### config.mk
export PLATFORM = sky130hd
export DESIGN_NAME = tone_dds_top
export DESIGN_NICKNAME = d
export VERILOG_FILES = /design/src/rtl/tone_pkg.sv /design/src/rtl/tone_phase_acc.sv /design/src/rtl/tone_cos_rom.sv /design/src/rtl/tone_channel.sv /design/src/rtl/tone_dds_top.sv
export SDC_FILE = /design/constraint.sdc
export NUM_CORES = 1
export LEC_CHECK = 0
export BUFFER_PORTS_ARGS = -buffer_cell sky130_fd_sc_hd__clkbuf_2
export CELL_PAD_IN_SITES_DETAIL_PLACEMENT = 1
export CELL_PAD_IN_SITES_GLOBAL_PLACEMENT = 2
export CORE_ASPECT_RATIO = 0.9
export CORE_MARGIN = 2
export CORE_UTILIZATION = 40
export DETAILED_ROUTE_END_ITERATION = 16
export PLACE_DENSITY = 0.79
export SETUP_SLACK_MARGIN = 0.4
export SYNTH_ARGS = -nofsm -noshare
export SYNTH_HDL_FRONTEND = slang
export SYNTH_SLANG_ARGS = --single-unit
### constraint.sdc
create_clock -name clk -period 3.2 [get_ports clk]
set_input_delay 0.16 -clock clk [delete_from_list [all_inputs] [get_ports clk]]
set_output_delay 0.16 -clock clk [all_outputs]
set_load 0.05 [all_outputs]
### src/rtl/tone_pkg.sv
package tone_pkg;
  localparam int CODE_W = 8;
  localparam int IDX_W  = 8;
  localparam int SMP_W  = 8;
  localparam int CODE_MAX = (1 << CODE_W) - 1;
  localparam int MID_CODE = 1 << (CODE_W - 1);

  localparam int A_GLOBAL  = 0;
  localparam int A_STEP    = 1;
  localparam int CH_BASE   = 2;
  localparam int CH_STRIDE = 3;

  // quarter-shifted parabolic cosine, peak 127
  function automatic logic signed [SMP_W-1:0] cos_sample(input logic [IDX_W-1:0] idx);
    logic [IDX_W-1:0] p;
    int h;
    int mag;
    p   = idx + IDX_W'(64);
    h   = int'(p[IDX_W-2:0]);
    mag = (127 * h * (128 - h)) / 4096;
    return p[IDX_W-1] ? $signed(SMP_W'(-mag)) : $signed(SMP_W'(mag));
  endfunction
endpackage

### src/rtl/tone_phase_acc.sv
module tone_phase_acc
  import tone_pkg::*;
#(
  parameter int ACC_W = 16
) (
  input  logic             clk,
  input  logic             rst_n,
  input  logic             en_i,
  input  logic [ACC_W-1:0] step_i,
  output logic [IDX_W-1:0] idx_o
);
  logic [ACC_W-1:0] acc_q, acc_d;

  always_comb begin
    acc_d = en_i ? acc_q + step_i : '0;
  end

  always_ff @(posedge clk or negedge rst_n) begin
    if (!rst_n) acc_q <= '0;
    else        acc_q <= acc_d;
  end

  assign idx_o = acc_q[ACC_W-1 -: IDX_W];

  // idle generator keeps phase at zero
  p_hold_zero_r3: assert property (@(posedge clk) disable iff (!rst_n)
    !en_i |=> acc_q == '0);
  // running generator advances by the step
  p_advance_r3: assert property (@(posedge clk) disable iff (!rst_n)
    en_i |=> acc_q == ACC_W'($past(acc_q) + $past(step_i)));
endmodule

### src/rtl/tone_cos_rom.sv
module tone_cos_rom
  import tone_pkg::*;
(
  input  logic [IDX_W-1:0]        idx_i,
  output logic signed [SMP_W-1:0] sample_o
);
  localparam int DEPTH = 1 << IDX_W;
  logic signed [SMP_W-1:0] lut [DEPTH];

  for (genvar g = 0; g < DEPTH; g++) begin : g_lut
    assign lut[g] = cos_sample(IDX_W'(g));
  end

  assign sample_o = lut[idx_i];
endmodule

### src/rtl/tone_channel.sv
module tone_channel
  import tone_pkg::*;
#(
  parameter int               ADDR_W = 4,
  parameter logic [ADDR_W-1:0] BASE  = '0
) (
  input  logic                    clk,
  input  logic                    rst_n,
  input  logic                    wr_en_i,
  input  logic [ADDR_W-1:0]       wr_addr_i,
  input  logic [7:0]              wr_byte_i,
  input  logic                    gen_en_i,
  input  logic signed [SMP_W-1:0] sample_i,
  output logic [CODE_W-1:0]       code_o
);
  localparam logic [ADDR_W-1:0] A_CFG  = BASE;
  localparam logic [ADDR_W-1:0] A_OFF  = ADDR_W'(BASE + 1);
  localparam logic [ADDR_W-1:0] A_STAT = ADDR_W'(BASE + 2);
  localparam int SUM_W = CODE_W + 3;

  logic              tone_q, tone_d, inv_q, inv_d;
  logic [1:0]        scale_q, scale_d;
  logic [7:0]        off_q, off_d;
  logic [CODE_W-1:0] stat_q, stat_d, code_q, code_d;
  logic              hit_cfg, hit_off, hit_stat;
  logic signed [SMP_W-1:0] s_raw, s_scl;
  logic signed [SUM_W-1:0] term, sum;

  assign hit_cfg  = wr_en_i && (wr_addr_i == A_CFG);
  assign hit_off  = wr_en_i && (wr_addr_i == A_OFF);
  assign hit_stat = wr_en_i && (wr_addr_i == A_STAT);

  always_comb begin
    tone_d = tone_q; scale_d = scale_q; inv_d = inv_q;
    off_d = off_q; stat_d = stat_q;
    if (hit_cfg) begin
      tone_d  = wr_byte_i[0];
      scale_d = wr_byte_i[2:1];
      inv_d   = wr_byte_i[3];
    end
    if (hit_off) off_d = wr_byte_i;
    if (hit_stat) begin
      stat_d = wr_byte_i[CODE_W-1:0];
      tone_d = 1'b0;
    end
  end

  always_comb begin
    s_raw = gen_en_i ? sample_i : '0;
    s_scl = s_raw >>> scale_q;
    term  = $signed({{(SUM_W-SMP_W){s_scl[SMP_W-1]}}, s_scl});
    if (inv_q) term = -term;
    sum = SUM_W'(MID_CODE) + $signed({{(SUM_W-8){off_q[7]}}, off_q}) + term;
    if (!tone_q)                    code_d = stat_q;
    else if (sum < 0)               code_d = '0;
    else if (sum > SUM_W'(CODE_MAX)) code_d = CODE_W'(CODE_MAX);
    else                            code_d = sum[CODE_W-1:0];
  end

  always_ff @(posedge clk or negedge rst_n) begin
    if (!rst_n) begin
      tone_q <= 1'b0; scale_q <= '0; inv_q <= 1'b0;
      off_q <= '0; stat_q <= '0; code_q <= '0;
    end else begin
      tone_q <= tone_d; scale_q <= scale_d; inv_q <= inv_d;
      off_q <= off_d; stat_q <= stat_d; code_q <= code_d;
    end
  end

  assign code_o = code_q;

  // a static-code write drops the channel out of tone mode
  p_static_clears_r9: assert property (@(posedge clk) disable iff (!rst_n)
    hit_stat |=> !tone_q);
  // outside tone mode the code is the stored static value
  p_static_out_r9: assert property (@(posedge clk) disable iff (!rst_n)
    !tone_q |=> code_q == $past(stat_q));
  // idle tone channel with zero offset sits at midscale
  p_idle_mid_r8: assert property (@(posedge clk) disable iff (!rst_n)
    (tone_q && !gen_en_i && off_q == '0) |=> code_q == CODE_W'(MID_CODE));
endmodule

### src/rtl/tone_dds_top.sv
module tone_dds_top
  import tone_pkg::*;
#(
  parameter int NUM_CH = 2,
  parameter int ACC_W  = 16,
  parameter int ADDR_W = 4,
  parameter int DATA_W = 16
) (
  input  logic                     clk,
  input  logic                     rst_n,
  input  logic                     wr_en,
  input  logic [ADDR_W-1:0]        wr_addr,
  input  logic [DATA_W-1:0]        wr_data,
  output logic [NUM_CH*CODE_W-1:0] dac_code_o
);
  logic [1:0]       rsync_q;
  logic             rst_int_n;
  logic             gen_q, gen_d;
  logic [ACC_W-1:0] step_q, step_d;
  logic [IDX_W-1:0] idx;
  logic signed [SMP_W-1:0] sample;

  always_ff @(posedge clk or negedge rst_n) begin
    if (!rst_n) rsync_q <= 2'b00;
    else        rsync_q <= {rsync_q[0], 1'b1};
  end
  assign rst_int_n = rsync_q[1];

  always_comb begin
    gen_d  = gen_q;
    step_d = step_q;
    if (wr_en && wr_addr == ADDR_W'(A_GLOBAL)) gen_d  = wr_data[0];
    if (wr_en && wr_addr == ADDR_W'(A_STEP))   step_d = wr_data[ACC_W-1:0];
  end

  always_ff @(posedge clk or negedge rst_int_n) begin
    if (!rst_int_n) begin
      gen_q  <= 1'b0;
      step_q <= '0;
    end else begin
      gen_q  <= gen_d;
      step_q <= step_d;
    end
  end

  tone_phase_acc #(.ACC_W(ACC_W)) u_acc (
    .clk(clk), .rst_n(rst_int_n), .en_i(gen_q), .step_i(step_q), .idx_o(idx)
  );

  tone_cos_rom u_rom (.idx_i(idx), .sample_o(sample));

  for (genvar c = 0; c < NUM_CH; c++) begin : g_ch
    tone_channel #(
      .ADDR_W(ADDR_W),
      .BASE  (ADDR_W'(CH_BASE + CH_STRIDE * c))
    ) u_ch (
      .clk      (clk),
      .rst_n    (rst_int_n),
      .wr_en_i  (wr_en),
      .wr_addr_i(wr_addr),
      .wr_byte_i(wr_data[7:0]),
      .gen_en_i (gen_q),
      .sample_i (sample),
      .code_o   (dac_code_o[c*CODE_W +: CODE_W])
    );
  end
endmodule

# Word-level counts from Yosys, hierarchy flattened

Memories as Yosys holds them, arrays and structs flattened.
Cells that the tools add are included.

Muxes and demuxes: 16
Shifts and indexed selects: 2
Add/sub/neg operators: 7
Reductions and logical operators: 11
$lt $le $gt $ge: 5
Eq/ne operators: 7
Bitwise logic cells: 1

Operators with widths:

| operator               | number |
|---|---|
| $mux W8                | 9 |
| $add A10 B11 Y11       | 2 |
| $gt A11 B9 Y1 const B  | 2 |
| $lt A11 B1 Y1 const B  | 2 |
| $mux W11               | 2 |
| $neg A8 Y11            | 2 |
| $add A9 B8 Y10 const A | 2 |
| $add A16 B16 Y16       | 1 |
| $eq A4 B3 Y1 const B   | 4 |
| $mux W16               | 1 |
| $sshr A8 B2 Y8         | 2 |
| $ge A9 B9 Y1 const B   | 1 |
| $not A8 Y9             | 1 |
| $eq A4 B2 Y1 const B   | 2 |
| $logic_and A1 B1 Y1    | 8 |
| $eq A4 B1 Y1 const B   | 1 |
| $logic_not A4 Y1       | 1 |
| $mux W1                | 4 |
| $reduce_bool A2 Y1     | 2 |

Memories: 1
Logic and storage cells: 66
Output and inout bits: 16
Register bits: 91
Input bits: 23
Bits in read-only memories: 2048

Memories:

| name            | words | bits a word | rd ports | clocked after Yosys merged registers in | wr ports | RTL line           | text |
|---|---|---|---|---|---|---|---|
| (no name shown) | 256   | 8           | 1        | 0                                       | 0        | tone_cos_rom.sv:14 | `assign sample_o = lut[idx_i];` |

# Logic depth before layout (Yosys ltp)

Word-level depth: 13
Mapped depth: 30
Gate-level depth less buffers: 27

# By module

From an unflattened synthesis, not the netlist that was laid out.

Cell total of the unflattened synthesis: 939
Area total of the unflattened synthesis: 8438.1 µm²

By module, submodules not included:

| module                      | area an instance (µm²) | times used | seq. area each (µm²) | cells each |
|---|---|---|---|---|
| tone_channel (g_ch[1].u_ch) | 2202.1                 | 1          | 700.7                | 218 |
| tone_channel (g_ch[0].u_ch) | 2192.1                 | 1          | 700.7                | 215 |
| tone_cos_rom                | 2005.7                 | 1          | 0.0                  | 323 |
| tone_phase_acc              | 1282.5                 | 1          | 400.4                | 142 |
| tone_dds_top                | 755.7                  | 1          | 475.5                | 41 |

# Worst setup path before layout

OpenSTA, ideal clock, no wires.

Path type: flip-flop to flip-flop
Start point: register u_acc.acc_q[8]
End point: register g_ch[1].u_ch.code_q[6]
Period minus slack after synthesis: 5.991 ns
Data arrival time: 5.888 ns
Setup slack: -2.791 ns
Setup time: 0.104 ns
Stages on the path, launching flop included: 29
Data required time: 3.096 ns
Buffers on the path: 3
Cell sequence: dfrtp_1 > clkbuf_1 > inv_1 > ha_1 > clkbuf_1 > buf_2 > xnor2_1 > o21ai_0 > a2111oi_0 > o311ai_0 > o41ai_1 > a21oi_1 > a31oi_1 > inv_1 > ha_1 > nor2b_1 > xnor2_1 > ha_1 > ha_1 > a21o_1 > a21oi_1 > nor2b_1 > o21a_1 > o41ai_1 > o21bai_1 > a21oi_1 > xnor2_1 > xnor2_2 > a221oi_1

Word-level cells in the longest chain between the ends: 13
Elaborated cells on any way between the ends: 14
Classes of those cells: add/sub (2); order compare (2); shift (1); mux (7); bitwise (1); memory (1)

Ends and longest elaborated chain:

| item                                           | RTL line             | text |
|---|---|---|
| start, declared                                | tone_phase_acc.sv:12 | `logic [ACC_W-1:0] acc_q, acc_d;` |
| start signal, assigned                         | tone_phase_acc.sv:19 | `if (!rst_n) acc_q <= '0;` |
| start signal, assigned                         | tone_phase_acc.sv:20 | `else acc_q <= acc_d;` |
| $not A8 Y9 (implied by the code) (*)           | tone_cos_rom.sv:14   |  |
| $mem_v2 Z256 W8 (*)                            | n/a                  |  |
| $mux W8 (implied by the code) (*) (2 in a row) | tone_cos_rom.sv:14   |  |
| $mux W8 (*)                                    | tone_channel.sv:49   | `s_raw = gen_en_i ? sample_i : '0;` |
| $sshr A8 B2 Y8 (*)                             | tone_channel.sv:50   | `s_scl = s_raw >>> scale_q;` |
| $neg A8 Y11                                    | tone_channel.sv:52   | `if (inv_q) term = -term;` |
| $mux W11 (*)                                   | tone_channel.sv:52   |  |
| $add A10 B11 Y11 (*)                           | tone_channel.sv:53   | `sum = SUM_W'(MID_CODE) + $signed({{(SUM_W-8){off_q[7]}}, off_q}) + term;` |
| $gt A11 B9 Y1                                  | tone_channel.sv:56   | `else if (sum > SUM_W'(CODE_MAX)) code_d = CODE_W'(CODE_MAX);` |
| $mux W8                                        | tone_channel.sv:56   |  |
| $mux W8 (*)                                    | tone_channel.sv:55   | `else if (sum < 0) code_d = '0;` |
| $mux W8 (*)                                    | tone_channel.sv:54   | `if (!tone_q) code_d = stat_q;` |
| named net g_ch[1].u_ch.code_d[6]               | tone_channel.sv:24   | `logic [CODE_W-1:0] stat_q, stat_d, code_q, code_d;` |
| end signal, assigned                           | tone_channel.sv:63   | `off_q <= '0; stat_q <= '0; code_q <= '0;` |
| end signal, assigned                           | tone_channel.sv:66   | `off_q <= off_d; stat_q <= stat_d; code_q <= code_d;` |
| end, declared                                  | tone_channel.sv:24   |  |

The timed path passes the listed nets; every way through them passes the cells marked *. The select of a mux whose other input is x is not followed.
A chain may end at the register's enable or synchronous reset.

# Final worst setup path

Start point: register u_acc.acc_q[9]
End point: register g_ch[1].u_ch.code_q[5]

Same word-level chain as after synthesis.

==> qor.csv <==
metric;value;unit
outcome;finished, violations left;
violations;negative setup slack;
ir_worst_vdd;0.8720;mV
ios;39;
placed_area;10250;sq um
combPwrFrac;0.804;
synth_seq_cells;91;
numCtsBuffers;9;
synth.area.top_cells;dfrtp_1, ha_1, mux2_2;
htreeDepth;3;
fin_cells;1429;
cp-start-kind;register;
drt_wl_total;34.72;mm
n_antenna_cell;0;
synth_area_leader_cell;dfrtp_1;
tritoncts;built;
leakagePower;5.236;nW
synth_area;8068;sq um
ys_async_sr_fraction;1.000;
max-cap-violations;0;
cts_root_buffer;clkbuf_16;
place.gp.congestion;0.9795;
synth.top_cells.by_count;dfrtp_1, ha_1, nor2_1, nand2_1, a21oi_1;
track_usage;0.3186;
fill_cells;2244;
synthCells;900;
syn_area_per_cell;8.964;sq um
drt_iter0_drc;659;
dr.pass1.iters;5;
clk_latency;360;ps
vias_per_cell;5.950;
dp_hpwl;25.24;mm
endpoint_kind;register;
setup_tns;-39730;ps
finalSetupViolCount;16;
syn-num-nets;992;
synth_cell_types;96;
slew_headroom;0.4334;
wl_per_cell;24.30;um
route.vias.total;8502;
fin_nets;1261;
antenna_found_initial;0;
syn_to_final_growth;43.21;%
crit_path_max_fanout;7;
tightest_slew;850.0;ps
arrival;5970;ps
synth-seq-area-share;0.2823;
netlist.area_leader.share;0.2823;
swShare;0.4806;
core_region_area;19860;sq um
design_area;11550;sq um
cts.sinks;91;
timing.final.ws_setup;-2515;ps
worstSetupPathType;register to register;
clk_pin_slew;80;ps
seqPwrFrac;0.120;
p_sw;0.007427;W
dp.cells;1371;
io_buffers;38;
dieArea;21320;sq um
ys.flop_type;dfrtp_1;
yosysMostFrequentCell;dfrtp_1;
hold_viol_final;0;
overflow;0;
post-route-period-util;1.786;
fin_crit;5715;ps
grt_max_degree;61;
slew_violations;0;
synth_warnings;0;
rsz0062_at_grt;true;
grt_first_pass_wirelength;53.31;mm
ant_nets;0;
clk_path_buf_depth;2;
dieHeight;138.7;um
required;3460;ps
fp.dieW;153.7;um
finClkSkew;15.05;ps
rows;49;
initial_core_util;0.4061;
synth_edf_count;0;
maxClockFrequency;0.1750;GHz
layout-drive-gt1-share;0.4566;
p_int;0.008027;W
preCtsSetupSlack;-2831;ps
power_per_cell_area;1338;nW/um^2
clkPwrFrac;0.076;
drc;0;
min_path_type;primary input to register;
grt_pass1_vias;9029;
## cells by family (layout without fill, tap and decap cells)
family,after synthesis,count (layout),share of synthesized area
buffers and inverters,89,363,0.05273
DFF,91,91,0.2823
muxes,58,58,0.08344
xor gates and xnor gates,46,46,0.05087
other,1,1,0.0004648
and+or+nand+nor,273,273,0.1768
AOI/OAI and AO/OA,272,272,0.2422
adders and majority gates,70,70,0.1112
## layout by cell type, fill, tap and decap left out, types with 5 or more instances in the layout
master and count:
clkbuf_16 9, nand2_1 63, ha_1 55, nand3b_1 5, nor2b_2 6, o21ai_2 5
a221oi_2 5, nand2b_1 26, clkbuf_2 38, nor3_1 17, o211ai_1 10, ha_4 7
a211oi_1 7, o221a_2 7, buf_12 10, buf_4 262, o21ai_0 46, and2_1 12
mux2_2 42, xor2_1 21, xnor2_1 21, mux2i_1 11, inv_1 24, nor2b_1 14
buf_6 5, dfrtp_1 85, nor2_1 57, o21bai_1 6, nand3_1 9, nor3b_1 5
nor2_4 5, a21oi_2 16, o31ai_1 8, a21oi_1 38, nor3_2 5, a21o_1 13
## worst max-delay path, stage by stage, from the launching register on
cell	delay [ps]
dfrtp_2	450
buf_12	140
buf_12	130
ha_1	240
buf_4	180
o31ai_1	300
a311oi_2	170
o311ai_2	410
o41ai_2	140
a21oi_2	200
a31oi_4	70
buf_4	160
nor4b_4	330
nand2b_4	190
xnor2_1	120
ha_1	280
ha_1	340
a21oi_2	150
nor2b_1	60
o21a_2	230
o41ai_4	250
buf_4	170
buf_6	90
nor3_2	40
a31oi_2	280
buf_4	190
nor2_4	50
a221oi_2	260
## through the flow
step / total power, W / hold slack (ps) / utilization
after floorplan: 0.007670 / -135.6 / -
final: 0.01545 / 35.18 / 0.5816
after global placement: 0.01155 / -54.86 / 0.5163
after CTS: 0.01435 / 26.35 / 0.5600
after detailed placement: 0.01201 / -53.12 / 0.5163
after global routing: 0.01631 / 41.77 / 0.5816
## power by group through the flow
stage / Clock [W] / Sequential [W] / Combinational [W]
finish: 0.00118 / 0.00185 / 0.0124
global route: 0.00124 / 0.00189 / 0.0132
CTS: 0.00119 / 0.00183 / 0.0113
detailed placement: 0 / 0.00184 / 0.0102
global placement: 0 / 0.00181 / 0.00974
floorplan: 0 / 0.00204 / 0.00563
## repair_timing
action | CTS | global route
endpoints found under the setup margin | 19 | 18
resized for setup | 78 | 65
setup buffers | 30 | 11
pin swaps | 39 | 31
hold buffers | 1 | 0
endpoints found under the hold margin | 2 | 0
## path summary, 6_finish.rpt
path | startpoint | to | slack [ps] | cells past startpoint
max in group asynchronous | rsync_q[1]$_DFF_PN0_ | g_ch[1].u_ch.stat_q[3]$_DFFE_PN0P_ | 2020 | 1
max | u_acc.acc_q[9]$_DFF_PN0_ | g_ch[1].u_ch.code_o[5]$_DFF_PN0_ | -2520 | 27
min | wr_data[11] | step_q[11]$_DFFE_PN0P_ | 40 | 2
min reg2reg | rsync_q[0]$_DFF_PN0_ | rsync_q[1]$_DFF_PN0_ | 360 | 0
max reg2reg | u_acc.acc_q[9]$_DFF_PN0_ | g_ch[1].u_ch.code_o[5]$_DFF_PN0_ | -2520 | 27
min in group asynchronous | rst_n | rsync_q[1]$_DFF_PN0_ | 130 | 2
## routing by layer
layer  global-route usage  share of wire
met3              0.03844          0.047
met5                    0              0
met1               0.4596           0.46
met2               0.5181           0.48
met4              0.06132          0.017
## area by class of cell
class	instances	area, sq um	share of cell area
clock buffers	9	225.2	0.01949
clock inverters	7	92.59	0.008014
inverters	31	126.4	0.01094
multi-input cells	720	6077	0.5260
flip-flops and latches	91	2290	0.1982
well taps	255	319.1	0.02762
repair buffers	316	2424	0.2098
## sequential cells by signal (all words and copies together), names as in the netlist
signal,count
g_ch.u_ch.scale_q,4
g_ch.u_ch.inv_q,2
step_q,16
rsync_q,2
g_ch.u_ch.code_o,16
g_ch.u_ch.stat_q,16
g_ch.u_ch.off_q,16
u_acc.acc_q,16
gen_q,1
g_ch.u_ch.tone_q,2
Power figures use the tool's default switching activity.
